--- config.mk ---
export PLATFORM = sky130hd
export DESIGN_NAME = tmr_chan
export DESIGN_NICKNAME = d
export VERILOG_FILES = /design/src/rtl/tmr_pkg.sv /design/src/rtl/tmr_regs.sv /design/src/rtl/tmr_sync.sv /design/src/rtl/tmr_core.sv /design/src/rtl/tmr_flags.sv /design/src/rtl/tmr_chan.sv
export SDC_FILE = /design/constraint.sdc
export NUM_CORES = 1
export LEC_CHECK = 0
export CAP_MARGIN = 0
export CORE_MARGIN = 2
export CORE_UTILIZATION = 31
export DETAILED_ROUTE_END_ITERATION = 7
export MAX_ROUTING_LAYER = met4
export PLACE_DENSITY = 0.5
export SLEW_MARGIN = 10
export SYNTH_ARGS = -nofsm -noshare
export SYNTH_HDL_FRONTEND = slang
export SYNTH_SLANG_ARGS = --single-unit
--- constraint.sdc ---
create_clock -name clk -period 1.78 [get_ports clk]
set_input_delay 0.267 -clock clk [delete_from_list [all_inputs] [get_ports clk]]
set_output_delay 0.267 -clock clk [all_outputs]
set_load 0.02 [all_outputs]
--- src/rtl/tmr_pkg.sv ---
package tmr_pkg;
  localparam int ADDR_W  = 3;
  localparam int NCMP    = 2;
  localparam int NFLAG   = 4;
  localparam int UPD_BIT = 11;
  localparam int FL_WRAP = 0;
  localparam int FL_CAP  = 1;

  typedef enum logic [ADDR_W-1:0] {
    A_CTRL   = 3'd0,
    A_RELOAD = 3'd1,
    A_CMP0   = 3'd2,
    A_CMP1   = 3'd3,
    A_LOADV  = 3'd4,
    A_IRQEN  = 3'd5,
    A_STCLR  = 3'd6
  } reg_addr_e;

  typedef enum logic [1:0] {
    DMA_CMP0   = 2'd0,
    DMA_CMP1   = 2'd1,
    DMA_TOGGLE = 2'd2,
    DMA_WRAP   = 2'd3
  } dma_sel_e;

  typedef struct packed {
    dma_sel_e dma_sel;
    logic     dma_en;
    logic     sw_en;
    logic     follow;
    logic     rise_en;
    logic     fall_en;
    logic     init_pol;
    logic     out_en;
    logic     cnt_rst;
    logic     run;
  } ctrl_t;

  localparam int CTRL_W = $bits(ctrl_t);
endpackage

--- src/rtl/tmr_regs.sv ---
module tmr_regs import tmr_pkg::*; #(
  parameter int W = 16
) (
  input  logic                     clk,
  input  logic                     rst,
  input  logic                     wr_en,
  input  logic [ADDR_W-1:0]        wr_addr,
  input  logic [W-1:0]             wr_data,
  output ctrl_t                    ctrl,
  output logic [W-1:0]             rld,
  output logic [NCMP-1:0][W-1:0]   cmp,
  output logic [W-1:0]             loadv,
  output logic [NFLAG-1:0]         irqen,
  output logic                     upd,
  output logic [NFLAG-1:0]         clr
);
  reg_addr_e addr;
  assign addr = reg_addr_e'(wr_addr);

  assign upd = wr_en && (addr == A_CTRL) && wr_data[UPD_BIT];
  assign clr = (wr_en && (addr == A_STCLR)) ? wr_data[NFLAG-1:0] : '0;

  always_ff @(posedge clk) begin
    if (rst) begin
      ctrl  <= '0;
      rld   <= '0;
      loadv <= '0;
      irqen <= '0;
    end else if (wr_en) begin
      case (addr)
        A_CTRL:   ctrl  <= ctrl_t'(wr_data[CTRL_W-1:0]);
        A_RELOAD: rld   <= wr_data;
        A_LOADV:  loadv <= wr_data;
        A_IRQEN:  irqen <= wr_data[NFLAG-1:0];
        default: ;
      endcase
    end
  end

  for (genvar gi = 0; gi < NCMP; gi++) begin : g_cmp
    always_ff @(posedge clk) begin
      if (rst) cmp[gi] <= '0;
      else if (wr_en && (wr_addr == ADDR_W'(A_CMP0) + ADDR_W'(gi))) cmp[gi] <= wr_data;
    end
  end
endmodule

--- src/rtl/tmr_sync.sv ---
module tmr_sync import tmr_pkg::*; (
  input  logic  clk,
  input  logic  rst,
  input  ctrl_t ctrl,
  input  logic  sync_in,
  input  logic  sw_hit,
  input  logic  prev_sync,
  output logic  sync_evt,
  output logic  sync_out
);
  logic pin_q;
  logic rise, fall;

  assign rise     = sync_in & ~pin_q;
  assign fall     = ~sync_in & pin_q;
  assign sync_evt = (ctrl.rise_en & rise) | (ctrl.fall_en & fall) |
                    (ctrl.sw_en & sw_hit) | (ctrl.follow & prev_sync);

  always_ff @(posedge clk) begin
    if (rst) begin
      pin_q    <= 1'b0;
      sync_out <= 1'b0;
    end else begin
      pin_q    <= sync_in;
      sync_out <= sync_evt;
    end
  end

  assert_sync_out_R8: assert property (@(posedge clk) disable iff (rst)
    sync_evt |=> sync_out);
endmodule

--- src/rtl/tmr_core.sv ---
module tmr_core import tmr_pkg::*; #(
  parameter int W = 16
) (
  input  logic                   clk,
  input  logic                   rst,
  input  ctrl_t                  ctrl,
  input  logic                   upd,
  input  logic [W-1:0]           loadv,
  input  logic [W-1:0]           rld,
  input  logic [NCMP-1:0][W-1:0] cmp,
  input  logic                   sync_evt,
  output logic [W-1:0]           cnt_q,
  output logic                   out_q,
  output logic [NCMP-1:0]        match,
  output logic                   wrap
);
  localparam logic [W-1:0] ONE = W'(1);
  logic step;

  assign step = ctrl.run & ~ctrl.cnt_rst & ~upd & ~sync_evt;
  assign wrap = step & (cnt_q == rld);

  for (genvar gi = 0; gi < NCMP; gi++) begin : g_match
    assign match[gi] = step & (cnt_q == cmp[gi]);
  end

  always_ff @(posedge clk) begin
    if (rst) begin
      cnt_q <= '0;
      out_q <= 1'b0;
    end else if (ctrl.cnt_rst) begin
      cnt_q <= '0;
      out_q <= ctrl.init_pol;
    end else if (upd) begin
      cnt_q <= loadv;
    end else if (sync_evt) begin
      cnt_q <= '0;
      out_q <= ctrl.init_pol;
    end else if (wrap) begin
      cnt_q <= '0;
      out_q <= ctrl.init_pol;
    end else if (step) begin
      cnt_q <= cnt_q + ONE;
      out_q <= out_q ^ (^match);
    end
  end

  assert_freeze_R3: assert property (@(posedge clk) disable iff (rst)
    (!ctrl.run && !ctrl.cnt_rst && !upd && !sync_evt) |=> $stable(cnt_q));
  assert_load_R5: assert property (@(posedge clk) disable iff (rst)
    (upd && !ctrl.cnt_rst) |=> (cnt_q == $past(loadv)));
  assert_sync_zero_R7: assert property (@(posedge clk) disable iff (rst)
    (sync_evt && !ctrl.cnt_rst && !upd) |=> (cnt_q == '0));
  assert_wrap_R2: assert property (@(posedge clk) disable iff (rst)
    wrap |=> (cnt_q == '0 && out_q == $past(ctrl.init_pol)));
endmodule

--- src/rtl/tmr_flags.sv ---
module tmr_flags import tmr_pkg::*; (
  input  logic              clk,
  input  logic              rst,
  input  ctrl_t             ctrl,
  input  logic [NCMP-1:0]   match,
  input  logic              wrap,
  input  logic              cap_evt,
  input  logic              in_toggle,
  input  logic [NFLAG-1:0]  clr,
  input  logic [NFLAG-1:0]  irqen,
  output logic [NFLAG-1:0]  status_q,
  output logic              irq,
  output logic              dma_req
);
  logic [NFLAG-1:0] set_v;
  logic             pick;

  assign set_v = {match, cap_evt, wrap};
  assign irq   = |(status_q & irqen);

  always_comb begin
    case (ctrl.dma_sel)
      DMA_CMP0:   pick = match[0];
      DMA_CMP1:   pick = match[1];
      DMA_TOGGLE: pick = in_toggle;
      default:    pick = wrap;
    endcase
  end

  always_ff @(posedge clk) begin
    if (rst) begin
      status_q <= '0;
      dma_req  <= 1'b0;
    end else begin
      status_q <= (status_q & ~clr) | set_v;
      dma_req  <= ctrl.dma_en & pick;
    end
  end

  for (genvar gi = 0; gi < NFLAG; gi++) begin : g_sticky
    assert_sticky_R9: assert property (@(posedge clk) disable iff (rst)
      (status_q[gi] && !clr[gi]) |=> status_q[gi]);
  end

  assert_dma_gate_R11: assert property (@(posedge clk) disable iff (rst)
    !ctrl.dma_en |=> !dma_req);
endmodule

--- src/rtl/tmr_chan.sv ---
module tmr_chan import tmr_pkg::*; #(
  parameter int W      = 16,
  parameter int NCH    = 4,
  parameter int CH_IDX = 0
) (
  input  logic              clk,
  input  logic              rst,
  input  logic              wr_en,
  input  logic [ADDR_W-1:0] wr_addr,
  input  logic [W-1:0]      wr_data,
  input  logic [NCH-1:0]    sw_sync_mask,
  input  logic              sync_in,
  input  logic              prev_sync,
  input  logic              cap_evt,
  input  logic              in_toggle,
  output logic [W-1:0]      cnt_val,
  output logic [NFLAG-1:0]  status,
  output logic              cmp_out,
  output logic              irq,
  output logic              dma_req,
  output logic              sync_out
);
  ctrl_t                  ctrl;
  logic [W-1:0]           rld, loadv;
  logic [NCMP-1:0][W-1:0] cmp;
  logic [NFLAG-1:0]       irqen, clr;
  logic                   upd, sync_evt, out_q, wrap;
  logic [NCMP-1:0]        match;
  logic                   unused_mask;

  assign unused_mask = ^sw_sync_mask;

  tmr_regs #(.W(W)) u_regs (
    .clk(clk), .rst(rst), .wr_en(wr_en), .wr_addr(wr_addr), .wr_data(wr_data),
    .ctrl(ctrl), .rld(rld), .cmp(cmp), .loadv(loadv), .irqen(irqen),
    .upd(upd), .clr(clr)
  );

  tmr_sync u_sync (
    .clk(clk), .rst(rst), .ctrl(ctrl), .sync_in(sync_in),
    .sw_hit(sw_sync_mask[CH_IDX]), .prev_sync(prev_sync),
    .sync_evt(sync_evt), .sync_out(sync_out)
  );

  tmr_core #(.W(W)) u_core (
    .clk(clk), .rst(rst), .ctrl(ctrl), .upd(upd), .loadv(loadv), .rld(rld),
    .cmp(cmp), .sync_evt(sync_evt), .cnt_q(cnt_val), .out_q(out_q),
    .match(match), .wrap(wrap)
  );

  tmr_flags u_flags (
    .clk(clk), .rst(rst), .ctrl(ctrl), .match(match), .wrap(wrap),
    .cap_evt(cap_evt), .in_toggle(in_toggle), .clr(clr), .irqen(irqen),
    .status_q(status), .irq(irq), .dma_req(dma_req)
  );

  assign cmp_out = ctrl.out_en & out_q;

  assert_out_en_R6: assert property (@(posedge clk) disable iff (rst)
    !ctrl.out_en |-> !cmp_out);
endmodule

Word level (Yosys, flattened, before mapping). Cells that the tools add are included.

RAM bits: 0. ROM bits: 0. Flip-flop bits (word level): 103. Bits in latches: 0. Logic and storage cells: 89. Output and inout port bits: 24. Input port bits: 30. Memories: 0.

Bitwise operators: 27. Add/subtract/negate cells: 1. Reduce and logical (&&, ||, !) cells: 17. Muxes and demuxes: 11. Eq/ne operators: 12. Div/mod/pow operators: 0. Multiply operators: 0. Shift-type cells: 0. $lt $le $gt $ge: 0.

Operator list (count): $mux 16 (4); $eq 16x16->1 (3); $add 16x1->16 const B (1); $and 1x1->1 (14); $reduce_and 2->1 (5); $eq 3x3->1 const B (3); $and 4x4->4 (2); $reduce_bool 4->1 (2); $eq 3x2->1 const B (2); $logic_and 1x1->1 (5); $mux 1 (5); $not 1->1 (5); $mux 4 (1); $not 4->4 (1); $or 4x4->4 (1); $reduce_or 4->1 (1); $eq 3x1->1 const B (1); $logic_not 3->1 (1); $or 1x1->1 (3); $pmux 1 s3 (1); $eq 2x1->1 const B (1); $eq 2x2->1 const B (1); $logic_not 2->1 (1); $ne 2x2->1 const B (1); 3 further kinds (3).

Logic depth before layout (Yosys ltp).
Depth after elaboration: 16. Mapped depth: 8. Mapped depth without buffers: 7.

By module. From an unflattened synthesis, not the netlist that was laid out.

Cells, all modules: 538. Area total of the unflattened synthesis: 5200.0 um^2.

By module, submodules not included: tmr_regs (times used 1, cells an instance 286, area an instance 3165.5 um^2); tmr_core (times used 1, cells an instance 221, area an instance 1737.9 um^2); tmr_flags (times used 1, cells an instance 22, area an instance 210.2 um^2); tmr_sync (times used 1, cells an instance 8, area an instance 80.1 um^2); tmr_chan (times used 1, cells an instance 1, area an instance 6.3 um^2).

Worst setup path after synthesis. OpenSTA, ideal clock, no wires.

Path kind: register -> register. Start point: register u_core.cnt_q[0]. End point: register u_core.cnt_q[9]. Slack: -0.226 ns. Path buffers: 1. Data required time: 1.699 ns. Period minus slack after synthesis: 2.006 ns. Arrival time: 1.926 ns. Setup time: 0.081 ns. Stages on the path, launching flop included: 7. Path through: dfxtp_1 -> buf_2 -> nand3_1 -> or3_1 -> or3_1 -> or3_1 -> a41oi_1.

Cells in the longest elaborated chain, start to end: 5. Elaborated cells between the ends (all ways): 8. Those cells by class: 1 x add/sub; 1 x eq/ne; 4 x mux; 1 x bitwise; 1 x reduce/logical.

RTL lines: start: declaration (line tmr_core.sv:12) `output logic [W-1:0] cnt_q,`; start signal: assignment (line tmr_core.sv:35) `cnt_q <= loadv;`; start signal: assignment (line tmr_core.sv:43) `cnt_q <= cnt_q + ONE;`; $add 16x1->16 or $eq 16x16->1 (tied branches) (line tmr_core.sv:43, tmr_core.sv:21); $mux 16 or $and 1x1->1 (tied branches) (line tmr_core.sv:42, tmr_core.sv:21); $mux 16 (line tmr_core.sv:39) `end else if (wrap) begin`; $mux 16 (line tmr_core.sv:36) `end else if (sync_evt) begin`; $mux 16 (line tmr_core.sv:34) `end else if (upd) begin`.

Several ways; a longest one is shown, not always the timed one. The select of a mux whose other input is x is not followed. A chain may end at the register's enable or synchronous reset.

Worst setup path after layout. Ends and elaborated chain as after synthesis.

==> qor.tcl <==
set qor(groute.layer.met1.usage) 0.270
set qor(post-dp-hpwl_mm) 11.0
set qor(final_net_count) 739
set qor(critPathArrivalTime_ns) 2.21
set qor(globalRouteOverflowTotal) 0
set qor(max_clock_freq_mhz) 517
set qor(layout.cell_area.non_filler_sq_um) 6680
set qor(count_of_hold_buffers_inserted_by_post_cts_repair) 0
set qor(mappedNetlistArea_sq_um) 4750
set qor(finalClockSkew_ns) 0.00733
set qor(outcome) {finished with violations}
set qor(worst-slew-pin-transition_ns) 0.412
set qor(effective_utilization_at_floorplan) 0.315
set qor(htree_num_levels) 3
set qor(area.growth.synth_to_final_pct) 40.7
set qor(layout_setup_ws_ns) -0.153
set qor(xor_xnor_share_of_the_synthesized_area) 0.0903
set qor(share_of_the_clock_period_used_by_the_worst_path) 1.09
set qor(antenna_found_initial) 0
set qor(fin_worst_hold_slack_ns) 0.314
set qor(ys_seq_elements) 103
set qor(r2r-start) {u_core.cnt_q[0]}
set qor(grt_first_pass_wirelength_mm) 24.1
set qor(total_area_of_multi_input_combinational_cells_sq_um) 2790
set qor(flip_flop_cell_with_the_highest_count_after_synthesis) {sky130_fd_sc_hd__dfxtp_1}
set qor(slew-limit-headroom) 0.726
set qor(core-area_sq_um) 15100
set qor(syn_inst) 616
set qor(synth_fp_nets) 647
set qor(filler_cell_count) 1525
set qor(vdd_ir_drop_max_mv) 0.444
set qor(pwr_density_cell_nw_per_um2) 715
set qor(setup-violations-final) 13
set qor(number_of_enable_flip_flop_cells_after_synthesis) 0
set qor(synth-warning-count) 0
set qor(io_pins) 54
set qor(num_antenna_cells) 0
set qor(worst-r2r-cell-count) 6
set qor(yosysSeqAreaShare) 0.434
set qor(worstSetupEndpointType) {flip-flop}
set qor(failed_checks) {setup timing}
set qor(timing.hold.worst_endpoint) {u_flags.status_q[0]}
set qor(num_vias) 4606
set qor(grt_max_degree) 71
set qor(arithmetic_cell_share_of_the_synthesized_area_counting_full_adders_half_adders_and_majority_gates) 0.00263
set qor(synth.mux.area_fraction) 0.00843
set qor(clock_path_buffers) 2
set qor(use_met2) 0.302
set qor(final_cell_mix) {178 x sky130_fd_sc_hd__nand2_1, 87 x sky130_fd_sc_hd__dfxtp_1, 82 x sky130_fd_sc_hd__a21oi_1}
set qor(unrepaired_setup_endpoints_after_global_routing) {yes}
set qor(grt_busiest_layer) {met2}
set qor(hp-class) {in2reg}
set qor(place_congestion) 0.862
set qor(path_max_fanout) 5
set qor(tritoncts.num_buffers) 9
set qor(die_w_um) 128
set qor(route.detailed.drc) 0
set qor(clkTransAtPathRegs_ns) 0.07
set qor(yosys.cell_types.count) 39
set qor(cp_data_required_time_ns) 2.05
set qor(max_cap_violations) 0
set qor(rr_endpoint) {u_core.cnt_q[9]}
set qor(period_needed_ns) 1.93
set qor(place_area_sq_um) 6020
set qor(vias_per_cell) 5.11
set qor(mostFrequentLayoutCell) {sky130_fd_sc_hd__nand2_1}
set qor(first_global_vias) 4418
set qor(ctsRootBufferMaster) {sky130_fd_sc_hd__clkbuf_16}
set qor(io_buffer_count) 50
set qor(die-height_um) 128
set qor(final_hold_viol_count) 0
set qor(syn-mean-instance-area_sq_um) 7.71
set qor(final-max-slew-violation-count) 0
set qor(clock_latency_ns) 0.36
set qor(timing.hold.worst_path_depth) 2
set qor(detail_route.iter0.violations) 313
set qor(ant_nets) 0
set qor(synth_top_family_by_area) {simple AND/OR/NAND/NOR gates}
set qor(timing.setup.critical_path_class) {reg2reg}
set qor(synth-compound-area-share) 0.146
set qor(row_count) 45
set qor(firstDrtPassIters) 5
set qor(reg2reg_slack_ns) -0.15
set qor(die_area_sq_um) 16300
set qor(global_route_met3_usage) 0.0392
set qor(async_reset_ff_frac) 0
set qor(groute.usage.overall) 0.198
set qor(static-leakage-power_nw) 2.51
set qor(clock-sinks) 103
set qor(synth_simple_gate_area_share) 0.272
set qor(route.final.wire_length_mm) 15.4
set qor(layout-drive-gt1-share) 0.230
set qor(critical_path.startpoint_type) {flip-flop}
set qor(wl_per_cell_um) 17.1
set qor(timing.hold.worst.start) {rst}
set qor(cts_tree) {built}
set qor(ff_latch_area_sq_um) 2120
[Yosys cell counts, drive strengths merged, types with 3 or more instances]
cell / count / area (sq um)
a21oi: 83 / 415
nand3: 12 / 60.1
nor2: 19 / 71.3
and2: 4 / 25.0
nand4: 10 / 62.6
o21ai: 14 / 70.1
clkbuf: 27 / 101
nand3b: 7 / 52.6
a22oi: 5 / 37.5
nor3: 14 / 75.1
nand2: 180 / 676
nor2b: 5 / 31.3
a32oi: 3 / 26.3
buf: 20 / 100
mux2i: 4 / 40.0
inv: 6 / 22.5
dfxtp: 103 / 2060
nor3b: 4 / 30.0
a31oi: 11 / 68.8
and3: 5 / 31.3
nor4: 7 / 58.8
or3: 8 / 50.1
xor2: 17 / 149
xnor2: 32 / 280
[per-stage QoR]
step | utilization | setup slack, ns | power (mW) | instances | TNS [ns]
floorplan | - | -0.0506 | 2.65 | 616 | -0.197
global placement | 0.399 | -0.594 | 2.91 | 877 | -12.66
CTS | 0.424 | -0.150 | 4.79 | 897 | -1.43
finish | 0.443 | -0.153 | 4.78 | 901 | -0.816
detailed placement | 0.399 | -0.606 | 2.91 | 877 | -14.90
global route | 0.443 | -0.254 | 4.97 | 901 | -2.24
[metal layers]
layer  vias to the layer above  wire length [um]
li1                       2262                 -
met1                      2230              7460
met2                       101              7130
met3                        13               607
met4                         0               183
met5                         -                 0
[power breakdown]
part           switching [mW]  total, mW  internal [mW]
clock network           0.898       1.85          0.950
logic                   0.311      0.573          0.262
registers              0.0320       2.35           2.32
[critical path, cell delays in order (launching register included)]
cell,delay [ns]
sky130_fd_sc_hd__dfxtp_4,0.40
sky130_fd_sc_hd__buf_6,0.12
sky130_fd_sc_hd__nand3_2,0.06
sky130_fd_sc_hd__or3_4,0.39
sky130_fd_sc_hd__or3_4,0.36
sky130_fd_sc_hd__or3_4,0.40
sky130_fd_sc_hd__a41oi_2,0.12
[state kept, by name, indices dropped and copies added (netlist names), 4 cells and up]
register	flops
u_core.cnt_q	16
u_flags.status_q	4
u_regs.loadv	16
u_regs.rld	16
u_regs.irqen	4
u_regs.cmp	32
u_regs.ctrl	11
[final cells by class]
type / count / area share
repair buffers: 128 / 0.187
well taps: 188 / 0.0352
multi-input cells: 460 / 0.417
inverters: 6 / 0.00337
clock buffers: 11 / 0.0348
flip-flops and latches: 103 / 0.317
clock inverters: 5 / 0.00505
[what timing repair did]
action | in CTS | in global routing
hold endpoints to repair | 0 | 0
resized for setup | 29 | 57
pin swaps | 16 | 23
setup buffers | 4 | 4
setup endpoints to repair | 28 | 25
[logic make-up (layout without fill, tap and decap cells)]
kind of cell	after synthesis	after routing
buffers and inverters	53	150
AND/OR/NAND/NOR	282	282
AO/OA/AOI/OAI	124	124
multiplexers	4	4
XOR/XNOR	49	49
adder cells (fa/ha/maj)	1	1
flip-flops	103	103
[worst max-delay path by stage]
stage	startpoint	depth (start not counted)	end	slack, ns
after floorplan	u_core.cnt_q[10]	7	u_core.out_q	-0.05
after global placement	sw_sync_mask[0]	7	u_core.cnt_q[8]	-0.59
after detailed placement	sw_sync_mask[0]	7	u_core.cnt_q[8]	-0.61
after CTS	u_core.cnt_q[0]	6	u_core.cnt_q[9]	-0.15
after global routing	u_core.cnt_q[13]	8	u_flags.dma_req	-0.25
final	u_core.cnt_q[0]	6	u_core.cnt_q[9]	-0.15
(Power assumes the default switching activity.)
